--- config.mk ---
export PLATFORM = sky130hd
export DESIGN_NAME = spi_byte_port
export DESIGN_NICKNAME = d
export VERILOG_FILES = /design/src/rtl/spi_byte_pkg.sv /design/src/rtl/spi_byte_sync.sv /design/src/rtl/spi_byte_shifter.sv /design/src/rtl/spi_byte_status.sv /design/src/rtl/spi_byte_port.sv
export SDC_FILE = /design/constraint.sdc
export NUM_CORES = 1
export LEC_CHECK = 0
export ABC_AREA = 1
export BUFFER_PORTS_ARGS = -buffer_cell sky130_fd_sc_hd__buf_4
export CAP_MARGIN = 10
export CORE_UTILIZATION = 30
export CTS_CLUSTER_SIZE = 10
export DETAILED_ROUTE_END_ITERATION = 10
export GPL_ROUTABILITY_DRIVEN = 1
export PLACE_DENSITY_LB_ADDON = 0.25
export SLEW_MARGIN = 20
export SYNTH_ARGS = -nofsm -noshare
export SYNTH_HDL_FRONTEND = slang
export SYNTH_HIERARCHICAL = 1
export SYNTH_SLANG_ARGS = --single-unit
--- constraint.sdc ---
create_clock -name clk -period 2.3 [get_ports clk]
set_input_delay 0.46 -clock clk [delete_from_list [all_inputs] [get_ports clk]]
set_output_delay 0.46 -clock clk [all_outputs]
set_load 0.005 [all_outputs]
--- src/rtl/spi_byte_pkg.sv ---
package spi_byte_pkg;

    localparam int REG_W = 8;

    typedef enum logic [1:0] {
        A_CTRL = 2'd0,
        A_STAT = 2'd1,
        A_TXD  = 2'd2,
        A_RXD  = 2'd3
    } addr_e;

    typedef struct packed {
        logic [4:0] rsvd;
        logic       ie;
        logic       mst;
        logic       en;
    } ctrl_t;

    typedef struct packed {
        logic done;
        logic wcol;
        logic ovr;
        logic modf;
    } flags_t;

    typedef struct packed {
        logic sod;
        logic ssm;
        logic ssi;
    } pinsel_t;

    function automatic logic [REG_W-1:0] stat_word(flags_t f, pinsel_t p);
        return {f.done, f.wcol, f.ovr, f.modf, 1'b0, p.sod, p.ssm, p.ssi};
    endfunction

    function automatic ctrl_t ctrl_from_bus(logic [REG_W-1:0] w);
        ctrl_t c;
        c      = ctrl_t'(w);
        c.rsvd = '0;
        return c;
    endfunction

endpackage

--- src/rtl/spi_byte_sync.sv ---
module spi_byte_sync #(
    parameter int         W       = 3,
    parameter int         STAGES  = 2,
    parameter logic [W-1:0] RST_VAL = '0
) (
    input  logic         clk,
    input  logic         rst,
    input  logic [W-1:0] d_i,
    output logic [W-1:0] q_o
);

    generate
        if (STAGES <= 1) begin : g_single
            logic [W-1:0] stg_q;
            always_ff @(posedge clk) begin
                if (rst) stg_q <= RST_VAL;
                else     stg_q <= d_i;
            end
            assign q_o = stg_q;
        end else begin : g_chain
            logic [STAGES-1:0][W-1:0] stg_q;
            always_ff @(posedge clk) begin
                if (rst) stg_q <= {STAGES{RST_VAL}};
                else     stg_q <= {stg_q[STAGES-2:0], d_i};
            end
            assign q_o = stg_q[STAGES-1];
        end
    endgenerate

endmodule

--- src/rtl/spi_byte_shifter.sv ---
module spi_byte_shifter #(
    parameter int FRAME_W  = 8,
    parameter int HALF_DIV = 4
) (
    input  logic               clk,
    input  logic               rst,
    input  logic               en_i,
    input  logic               mst_i,
    input  logic               sel_i,
    input  logic               load_i,
    input  logic [FRAME_W-1:0] load_data_i,
    input  logic               sck_s_i,
    input  logic               mosi_s_i,
    input  logic               miso_i,
    output logic               busy_o,
    output logic               done_o,
    output logic [FRAME_W-1:0] shreg_o,
    output logic               sck_o
);

    localparam int CNT_W = (FRAME_W > 1) ? $clog2(FRAME_W) : 1;
    localparam int DIV_W = $clog2(HALF_DIV) + 1;
    localparam logic [CNT_W-1:0] LAST_BIT = CNT_W'(FRAME_W - 1);
    localparam logic [DIV_W-1:0] DIV_TOP  = DIV_W'(HALF_DIV - 1);

    logic               m_busy_q, s_act_q, sck_q, samp_q, sck_prev_q, done_q;
    logic [DIV_W-1:0]   div_q;
    logic [CNT_W-1:0]   cnt_q;
    logic [FRAME_W-1:0] sh_q;
    logic               s_rise, s_fall;

    assign s_rise = sck_s_i & ~sck_prev_q;
    assign s_fall = ~sck_s_i & sck_prev_q;

    always_ff @(posedge clk) begin
        if (rst) begin
            m_busy_q   <= 1'b0;
            s_act_q    <= 1'b0;
            sck_q      <= 1'b0;
            samp_q     <= 1'b0;
            sck_prev_q <= 1'b0;
            done_q     <= 1'b0;
            div_q      <= '0;
            cnt_q      <= '0;
            sh_q       <= '0;
        end else begin
            done_q     <= 1'b0;
            sck_prev_q <= sck_s_i;
            if (en_i && mst_i) begin
                s_act_q <= 1'b0;
                if (!m_busy_q) begin
                    if (load_i) begin
                        sh_q     <= load_data_i;
                        m_busy_q <= 1'b1;
                        div_q    <= '0;
                        cnt_q    <= '0;
                        sck_q    <= 1'b0;
                    end
                end else if (div_q == DIV_TOP) begin
                    div_q <= '0;
                    sck_q <= ~sck_q;
                    if (!sck_q) begin
                        samp_q <= miso_i;
                    end else begin
                        sh_q <= {sh_q[FRAME_W-2:0], samp_q};
                        if (cnt_q == LAST_BIT) begin
                            m_busy_q <= 1'b0;
                            done_q   <= 1'b1;
                            cnt_q    <= '0;
                        end else begin
                            cnt_q <= cnt_q + 1'b1;
                        end
                    end
                end else begin
                    div_q <= div_q + 1'b1;
                end
            end else begin
                m_busy_q <= 1'b0;
                sck_q    <= 1'b0;
                div_q    <= '0;
                if (load_i && !s_act_q) sh_q <= load_data_i;
                if (en_i && sel_i) begin
                    if (s_rise) begin
                        samp_q  <= mosi_s_i;
                        s_act_q <= 1'b1;
                    end else if (s_fall && s_act_q) begin
                        sh_q <= {sh_q[FRAME_W-2:0], samp_q};
                        if (cnt_q == LAST_BIT) begin
                            s_act_q <= 1'b0;
                            cnt_q   <= '0;
                            done_q  <= 1'b1;
                        end else begin
                            cnt_q <= cnt_q + 1'b1;
                        end
                    end
                end else begin
                    s_act_q <= 1'b0;
                    cnt_q   <= '0;
                end
            end
        end
    end

    assign busy_o  = m_busy_q | s_act_q;
    assign done_o  = done_q;
    assign shreg_o = sh_q;
    assign sck_o   = sck_q;

    AST_SCK_IDLE_LOW: assert property (@(posedge clk) disable iff (rst)
        !m_busy_q |-> !sck_q);

    AST_DONE_SINGLE: assert property (@(posedge clk) disable iff (rst)
        done_q |=> !done_q);

endmodule

--- src/rtl/spi_byte_status.sv ---
module spi_byte_status
    import spi_byte_pkg::*;
#(
    parameter int FRAME_W = 8
) (
    input  logic               clk,
    input  logic               rst,
    input  logic               stat_acc_i,
    input  logic               any_acc_i,
    input  logic               rd_rx_i,
    input  logic               wr_tx_i,
    input  logic               wr_ctrl_i,
    input  logic               done_i,
    input  logic [FRAME_W-1:0] rx_word_i,
    input  logic               busy_i,
    input  logic               modf_evt_i,
    output flags_t             flags_o,
    output logic [FRAME_W-1:0] rxbuf_o,
    output logic               tx_ok_o
);

    flags_t             fl_q;
    logic               arm_data_q, arm_modf_q;
    logic [FRAME_W-1:0] rxbuf_q;
    logic               clr_data, clr_modf;

    assign clr_data = arm_data_q & (rd_rx_i | wr_tx_i);
    assign clr_modf = arm_modf_q & wr_ctrl_i;
    assign tx_ok_o  = wr_tx_i & ~fl_q.done & ~busy_i;

    always_ff @(posedge clk) begin
        if (rst) begin
            fl_q       <= '0;
            arm_data_q <= 1'b0;
            arm_modf_q <= 1'b0;
            rxbuf_q    <= '0;
        end else begin
            if (stat_acc_i) begin
                arm_data_q <= 1'b1;
                arm_modf_q <= fl_q.modf;
            end else if (any_acc_i) begin
                arm_data_q <= 1'b0;
                arm_modf_q <= 1'b0;
            end

            if (done_i)        fl_q.done <= 1'b1;
            else if (clr_data) fl_q.done <= 1'b0;

            if (wr_tx_i && !fl_q.done && busy_i) fl_q.wcol <= 1'b1;
            else if (clr_data)                   fl_q.wcol <= 1'b0;

            if (done_i && fl_q.done) fl_q.ovr <= 1'b1;
            else if (clr_data)       fl_q.ovr <= 1'b0;

            if (modf_evt_i)    fl_q.modf <= 1'b1;
            else if (clr_modf) fl_q.modf <= 1'b0;

            if (done_i && !fl_q.done) rxbuf_q <= rx_word_i;
        end
    end

    assign flags_o = fl_q;
    assign rxbuf_o = rxbuf_q;

    AST_OVR_KEEPS_RX: assert property (@(posedge clk) disable iff (rst)
        (done_i && fl_q.done) |=> $stable(rxbuf_q));

    AST_OVR_NEEDS_DONE: assert property (@(posedge clk) disable iff (rst)
        $rose(fl_q.ovr) |-> fl_q.done);

endmodule

--- src/rtl/spi_byte_port.sv ---
module spi_byte_port
    import spi_byte_pkg::*;
#(
    parameter int FRAME_W     = 8,
    parameter int HALF_DIV    = 4,
    parameter int SYNC_STAGES = 2
) (
    input  logic             clk,
    input  logic             rst,
    input  logic [1:0]       bus_addr,
    input  logic             bus_wr,
    input  logic             bus_rd,
    input  logic [REG_W-1:0] bus_wdata,
    output logic [REG_W-1:0] bus_rdata,
    output logic             irq_o,
    input  logic             sck_i,
    output logic             sck_o,
    output logic             sck_oe,
    input  logic             mosi_i,
    output logic             mosi_o,
    output logic             mosi_oe,
    input  logic             miso_i,
    output logic             miso_o,
    output logic             miso_oe,
    input  logic             ss_n_i
);

    ctrl_t              ctrl_q;
    pinsel_t            pin_q;
    flags_t             flags;
    logic [2:0]         pin_s;
    logic               sck_s, mosi_s, ss_s;
    logic               ss_eff_n, sel, modf_evt, master_on;
    logic               any_acc, stat_acc, wr_ctrl, wr_stat, wr_tx, rd_rx;
    logic               tx_ok, busy, done;
    logic [FRAME_W-1:0] shreg, rxbuf;
    addr_e              addr;

    assign addr     = addr_e'(bus_addr);
    assign any_acc  = bus_wr | bus_rd;
    assign stat_acc = any_acc & (addr == A_STAT);
    assign wr_ctrl  = bus_wr & (addr == A_CTRL);
    assign wr_stat  = bus_wr & (addr == A_STAT);
    assign wr_tx    = bus_wr & (addr == A_TXD);
    assign rd_rx    = bus_rd & (addr == A_RXD);

    spi_byte_sync #(
        .W       (3),
        .STAGES  (SYNC_STAGES),
        .RST_VAL (3'b001)
    ) sync_i (
        .clk (clk),
        .rst (rst),
        .d_i ({sck_i, mosi_i, ss_n_i}),
        .q_o (pin_s)
    );

    assign sck_s  = pin_s[2];
    assign mosi_s = pin_s[1];
    assign ss_s   = pin_s[0];

    assign ss_eff_n  = pin_q.ssm ? pin_q.ssi : ss_s;
    assign sel       = ~ss_eff_n;
    assign modf_evt  = ctrl_q.en & ctrl_q.mst & sel;
    assign master_on = ctrl_q.en & ctrl_q.mst;

    always_ff @(posedge clk) begin
        if (rst) begin
            ctrl_q <= '0;
            pin_q  <= '0;
        end else begin
            if (wr_ctrl)  ctrl_q     <= ctrl_from_bus(bus_wdata);
            if (modf_evt) ctrl_q.mst <= 1'b0;
            if (wr_stat)  pin_q      <= pinsel_t'(bus_wdata[2:0]);
        end
    end

    spi_byte_shifter #(
        .FRAME_W  (FRAME_W),
        .HALF_DIV (HALF_DIV)
    ) shift_i (
        .clk         (clk),
        .rst         (rst),
        .en_i        (ctrl_q.en),
        .mst_i       (ctrl_q.mst),
        .sel_i       (sel),
        .load_i      (tx_ok),
        .load_data_i (bus_wdata[FRAME_W-1:0]),
        .sck_s_i     (sck_s),
        .mosi_s_i    (mosi_s),
        .miso_i      (miso_i),
        .busy_o      (busy),
        .done_o      (done),
        .shreg_o     (shreg),
        .sck_o       (sck_o)
    );

    spi_byte_status #(
        .FRAME_W (FRAME_W)
    ) stat_i (
        .clk        (clk),
        .rst        (rst),
        .stat_acc_i (stat_acc),
        .any_acc_i  (any_acc),
        .rd_rx_i    (rd_rx),
        .wr_tx_i    (wr_tx),
        .wr_ctrl_i  (wr_ctrl),
        .done_i     (done),
        .rx_word_i  (shreg),
        .busy_i     (busy),
        .modf_evt_i (modf_evt),
        .flags_o    (flags),
        .rxbuf_o    (rxbuf),
        .tx_ok_o    (tx_ok)
    );

    assign sck_oe  = master_on;
    assign mosi_o  = shreg[FRAME_W-1];
    assign mosi_oe = master_on & ~pin_q.sod;
    assign miso_o  = shreg[FRAME_W-1];
    assign miso_oe = ctrl_q.en & ~ctrl_q.mst & sel & ~pin_q.sod & ~flags.modf;
    assign irq_o   = ctrl_q.ie & (flags.done | flags.modf);

    always_comb begin
        case (addr)
            A_CTRL:  bus_rdata = ctrl_q;
            A_STAT:  bus_rdata = stat_word(flags, pin_q);
            A_RXD:   bus_rdata = REG_W'(rxbuf);
            default: bus_rdata = '0;
        endcase
    end

    AST_DONE_SETS_FLAG: assert property (@(posedge clk) disable iff (rst)
        done |=> flags.done);

    AST_MODF_DROPS_MASTER: assert property (@(posedge clk) disable iff (rst)
        $rose(flags.modf) |-> !ctrl_q.mst);

    AST_TX_BLOCKED: assert property (@(posedge clk) disable iff (rst)
        (wr_tx && flags.done && !busy) |=> !busy);

    AST_WCOL_KEEPS_FRAME: assert property (@(posedge clk) disable iff (rst)
        (wr_tx && busy && ctrl_q.mst) |=> $stable(ctrl_q) || !busy);

endmodule

==> impl_metrics.ini <==
[outcome]
status = completed

[yosys]
ys_seq_area_share_pct = 36.53
yosysWarnings = 6
synth_area_per_cell_um2 = 6.635
synth_nets = 402
synth_edf_count = 0
ys_types = 32
syn_inst = 380
synthArstFlopShare_pct = 0
ys_ff_latch = 46
yosys_most_used_dff = dfxtp_1
synth.cell_area_mm2 = 0.002521

[finish]
final_layout_size_suffix_gt1_share_pct = 17.11
fin_util_pct = 36.50
syn_to_final_growth_pct = 18.36
layout.cells.non_filler = 520
regArea_um2 = 920.9
nets = 436
n_antenna_cell = 0
multi_input_area_mm2 = 0.001305
final_area_mm2 = 0.002984
nFillCells = 908

[worst_setup_path]
path_class = in2reg
worst-endpoint-required_ps = 2490
end_kind = flip-flop
critPathSlowestCell = nor3_1
ff2ff_path_depth = 10
arrival_ps = 1960
critPathLaunchType = primary input
crit_fanout = 7
slowest_delay_ps = 370
crit_chain = buf_4 > inv_1 > nor3_1 > nand2_1 > nor2_1 > buf_4 > nand2_2 > nand2_4 > nand2_4 > inv_1 > nor2_4 > nand2_1 > nand3_1

[route]
wl_met2_mm = 2.932
ant_nets = 0
routed_via_density = 4.594
wl_met1_mm = 2.958
first_pass_iters = 4
post-route-drc-count = 0
maxUsedRoutingLayer = met4
drt-initial-drc-count = 204
dr_total_vias = 2389
routed_wl_mm = 6.253
route.met3.wl_um = 268
wl_per_cell_um = 12.03

[power]
power_density_mw_per_mm2 = 572.1
p_leak_uw = 0.001363
worst_ir_drop_vdd_v = 0.0001972

[sta]
setup_tns_ps = 0
worst_slew_pin_slew_ps = 423.4
rsz0062_at_grt = no
fin_crit_ps = 1764
setup_violations = 0
finalHoldViolCount = 0
drv_slew = 0
fin_worst_skew_ps = 13.16
max_freq_mhz = 567.0
relSlewSlack_pct = 71.71
finalCritPeriodShare_pct = 76.68

[job]
cap_violations = 0

[floorplanning]
dieHeight_um = 93.67
start_util_pct = 30.84
coreArea_mm2 = 0.008175
io_pins = 33
rows = 33
die_w_um = 93.67
die_area_mm2 = 0.008774

[global_route]
antenna_found_initial = 0
gr-total-overflow = 0
grt_pass1_vias = 2209
grt_pass1_wl_mm = 10.58
grtUsageTotal_pct = 15.43
grt_max_degree = 20

[hold_path]
whs_path_depth = 3
hold_path.class = in2reg

[clocking]
cts_root_buf = clkbuf_8
clock-sinks = 46
h-tree-depth = 2
numCtsBuffers = 5
post_cts_buffers = 0
clk_pin_slew_ps = 90
cts_hold_buf = 0
cts_tree = yes
cts.repair.resized = 0
clk_path_buf_depth = 2
clock_latency_ps = 310

[placement]
placed_area_mm2 = 0.002846
gp_congestion = 0.8746
dp_hpwl_mm = 4.760
dp.cells = 512
io_buffers = 32
==> where the power goes <==
| group | switching, µW | internal (µW) |
|---|---|---|
| registers | 15.4 | 814 |
| logic | 86.8 | 59.5 |
| clock network | 296 | 435 |
==> state kept, by name, summed over array words and instances (netlist names) <==
register              cells
ctrl_q                    3
pin_q                     3
shift_i/cnt_q             3
shift_i/div_q             3
shift_i/done_o            1
shift_i/m_busy_q          1
shift_i/s_act_q           1
shift_i/samp_q            1
shift_i/sck_o             1
shift_i/sck_prev_q        1
shift_i/shreg_o           8
stat_i/arm_data_q         1
stat_i/arm_modf_q         1
stat_i/flags_o            4
stat_i/rxbuf_o            8
sync_i/g_chain.stg_q      3
sync_i/q_o                3
==> critical path: cells and delay by family <==
family	cells	cell delay (ps)
buf+inv	4	490
simple gates	9	1010
==> final cells by class <==
class                      instances  share of cell area, %
inverter                          55                  7.338
tap                              105                  4.403
clock buffer                       5                  2.306
sequential                        46                  30.86
timing repair buffer              36                  9.057
multi-input combinational        270                  43.73
clock inverter                     3                  2.306
==> final timing paths <==
path	from	to	slack [ps]
max	bus_addr[1]	shift_i/shreg_o[6]	540
min	ss_n_i	sync_i/g_chain.stg_q[0]	340
max reg2reg	pin_q[1]	shift_i/shreg_o[7]	620
min reg2reg	sync_i/g_chain.stg_q[1]	sync_i/q_o[1]	410
==> synth_stat cells, types with 2 or more instances <==
| cell type | n | share of area, % |
|---|---|---|
| nor2_1 | 51 | 7.6 |
| nor2_2 | 2 | 0.50 |
| nand2_1 | 102 | 15 |
| buf_4 | 5 | 1.5 |
| nand3b_1 | 2 | 0.60 |
| nor3_1 | 2 | 0.40 |
| nand2_2 | 4 | 0.99 |
| o21a_1 | 2 | 0.60 |
| nand2_4 | 5 | 2.2 |
| o21ai_0 | 17 | 3.4 |
| o211ai_1 | 6 | 1.8 |
| inv_1 | 47 | 7.0 |
| nand4_1 | 3 | 0.74 |
| dfxtp_1 | 46 | 37 |
| inv_2 | 5 | 0.74 |
| a21oi_1 | 20 | 4.0 |
| buf_6 | 3 | 1.3 |
| ha_1 | 4 | 2.0 |
| nand3_1 | 35 | 6.9 |
| nand3_2 | 2 | 0.79 |
| o21ai_1 | 3 | 0.60 |
| or2_2 | 3 | 0.74 |
| nor2_4 | 2 | 0.89 |
==> cell usage in the layout (no fill, tap or decap), types with 2 or more instances in the layout <==
| cell | n |
|---|---|
| nand2_1 | 102 |
| nor2_1 | 51 |
| inv_1 | 47 |
| dfxtp_1 | 46 |
| buf_4 | 36 |
| nand3_1 | 35 |
| a21oi_1 | 20 |
| o21ai_0 | 17 |
| o211ai_1 | 6 |
| inv_2 | 5 |
| clkbuf_8 | 5 |
| nand2_4 | 5 |
| nand2_2 | 4 |
| ha_1 | 4 |
| nand4_1 | 3 |
| o21ai_1 | 3 |
| or2_2 | 3 |
| nor2_4 | 2 |
| o21a_1 | 2 |
| nor3_1 | 2 |
| nand3_2 | 2 |
| nand3b_1 | 2 |
| bufinv_16 | 2 |
| nor2_2 | 2 |
==> per-layer routing <==
metal	vias to the layer above	GRT usage, %
met5	-	0
met4	0	4.487
met3	9	2.670
met2	51	26.41
met1	1064	19.80
li1	1265	-
==> per-stage QoR <==
step	hold slack, ps	power, µW	setup slack [ps]
3_5_place_dp	400.6	995.1	251.6
4_1_cts	327.2	1738	572.0
5_1_grt	336.5	1779	300.2
3_3_place_gp	393.3	993.7	273.4
2_1_floorplan	386.5	933.7	399.8
6_report	336.6	1707	536.3
==> kinds of logic after synthesis <==
kind of cell,Yosys count,share of synthesized area (%)
adder cells (fa/ha/maj),4,1.985
AND/OR/NAND/NOR,215,38.56
flip-flops,46,36.53
AO/OA/AOI/OAI,51,11.22
buffers and inverters,64,11.71
No activity file was read; power rests on OpenSTA's default activity.
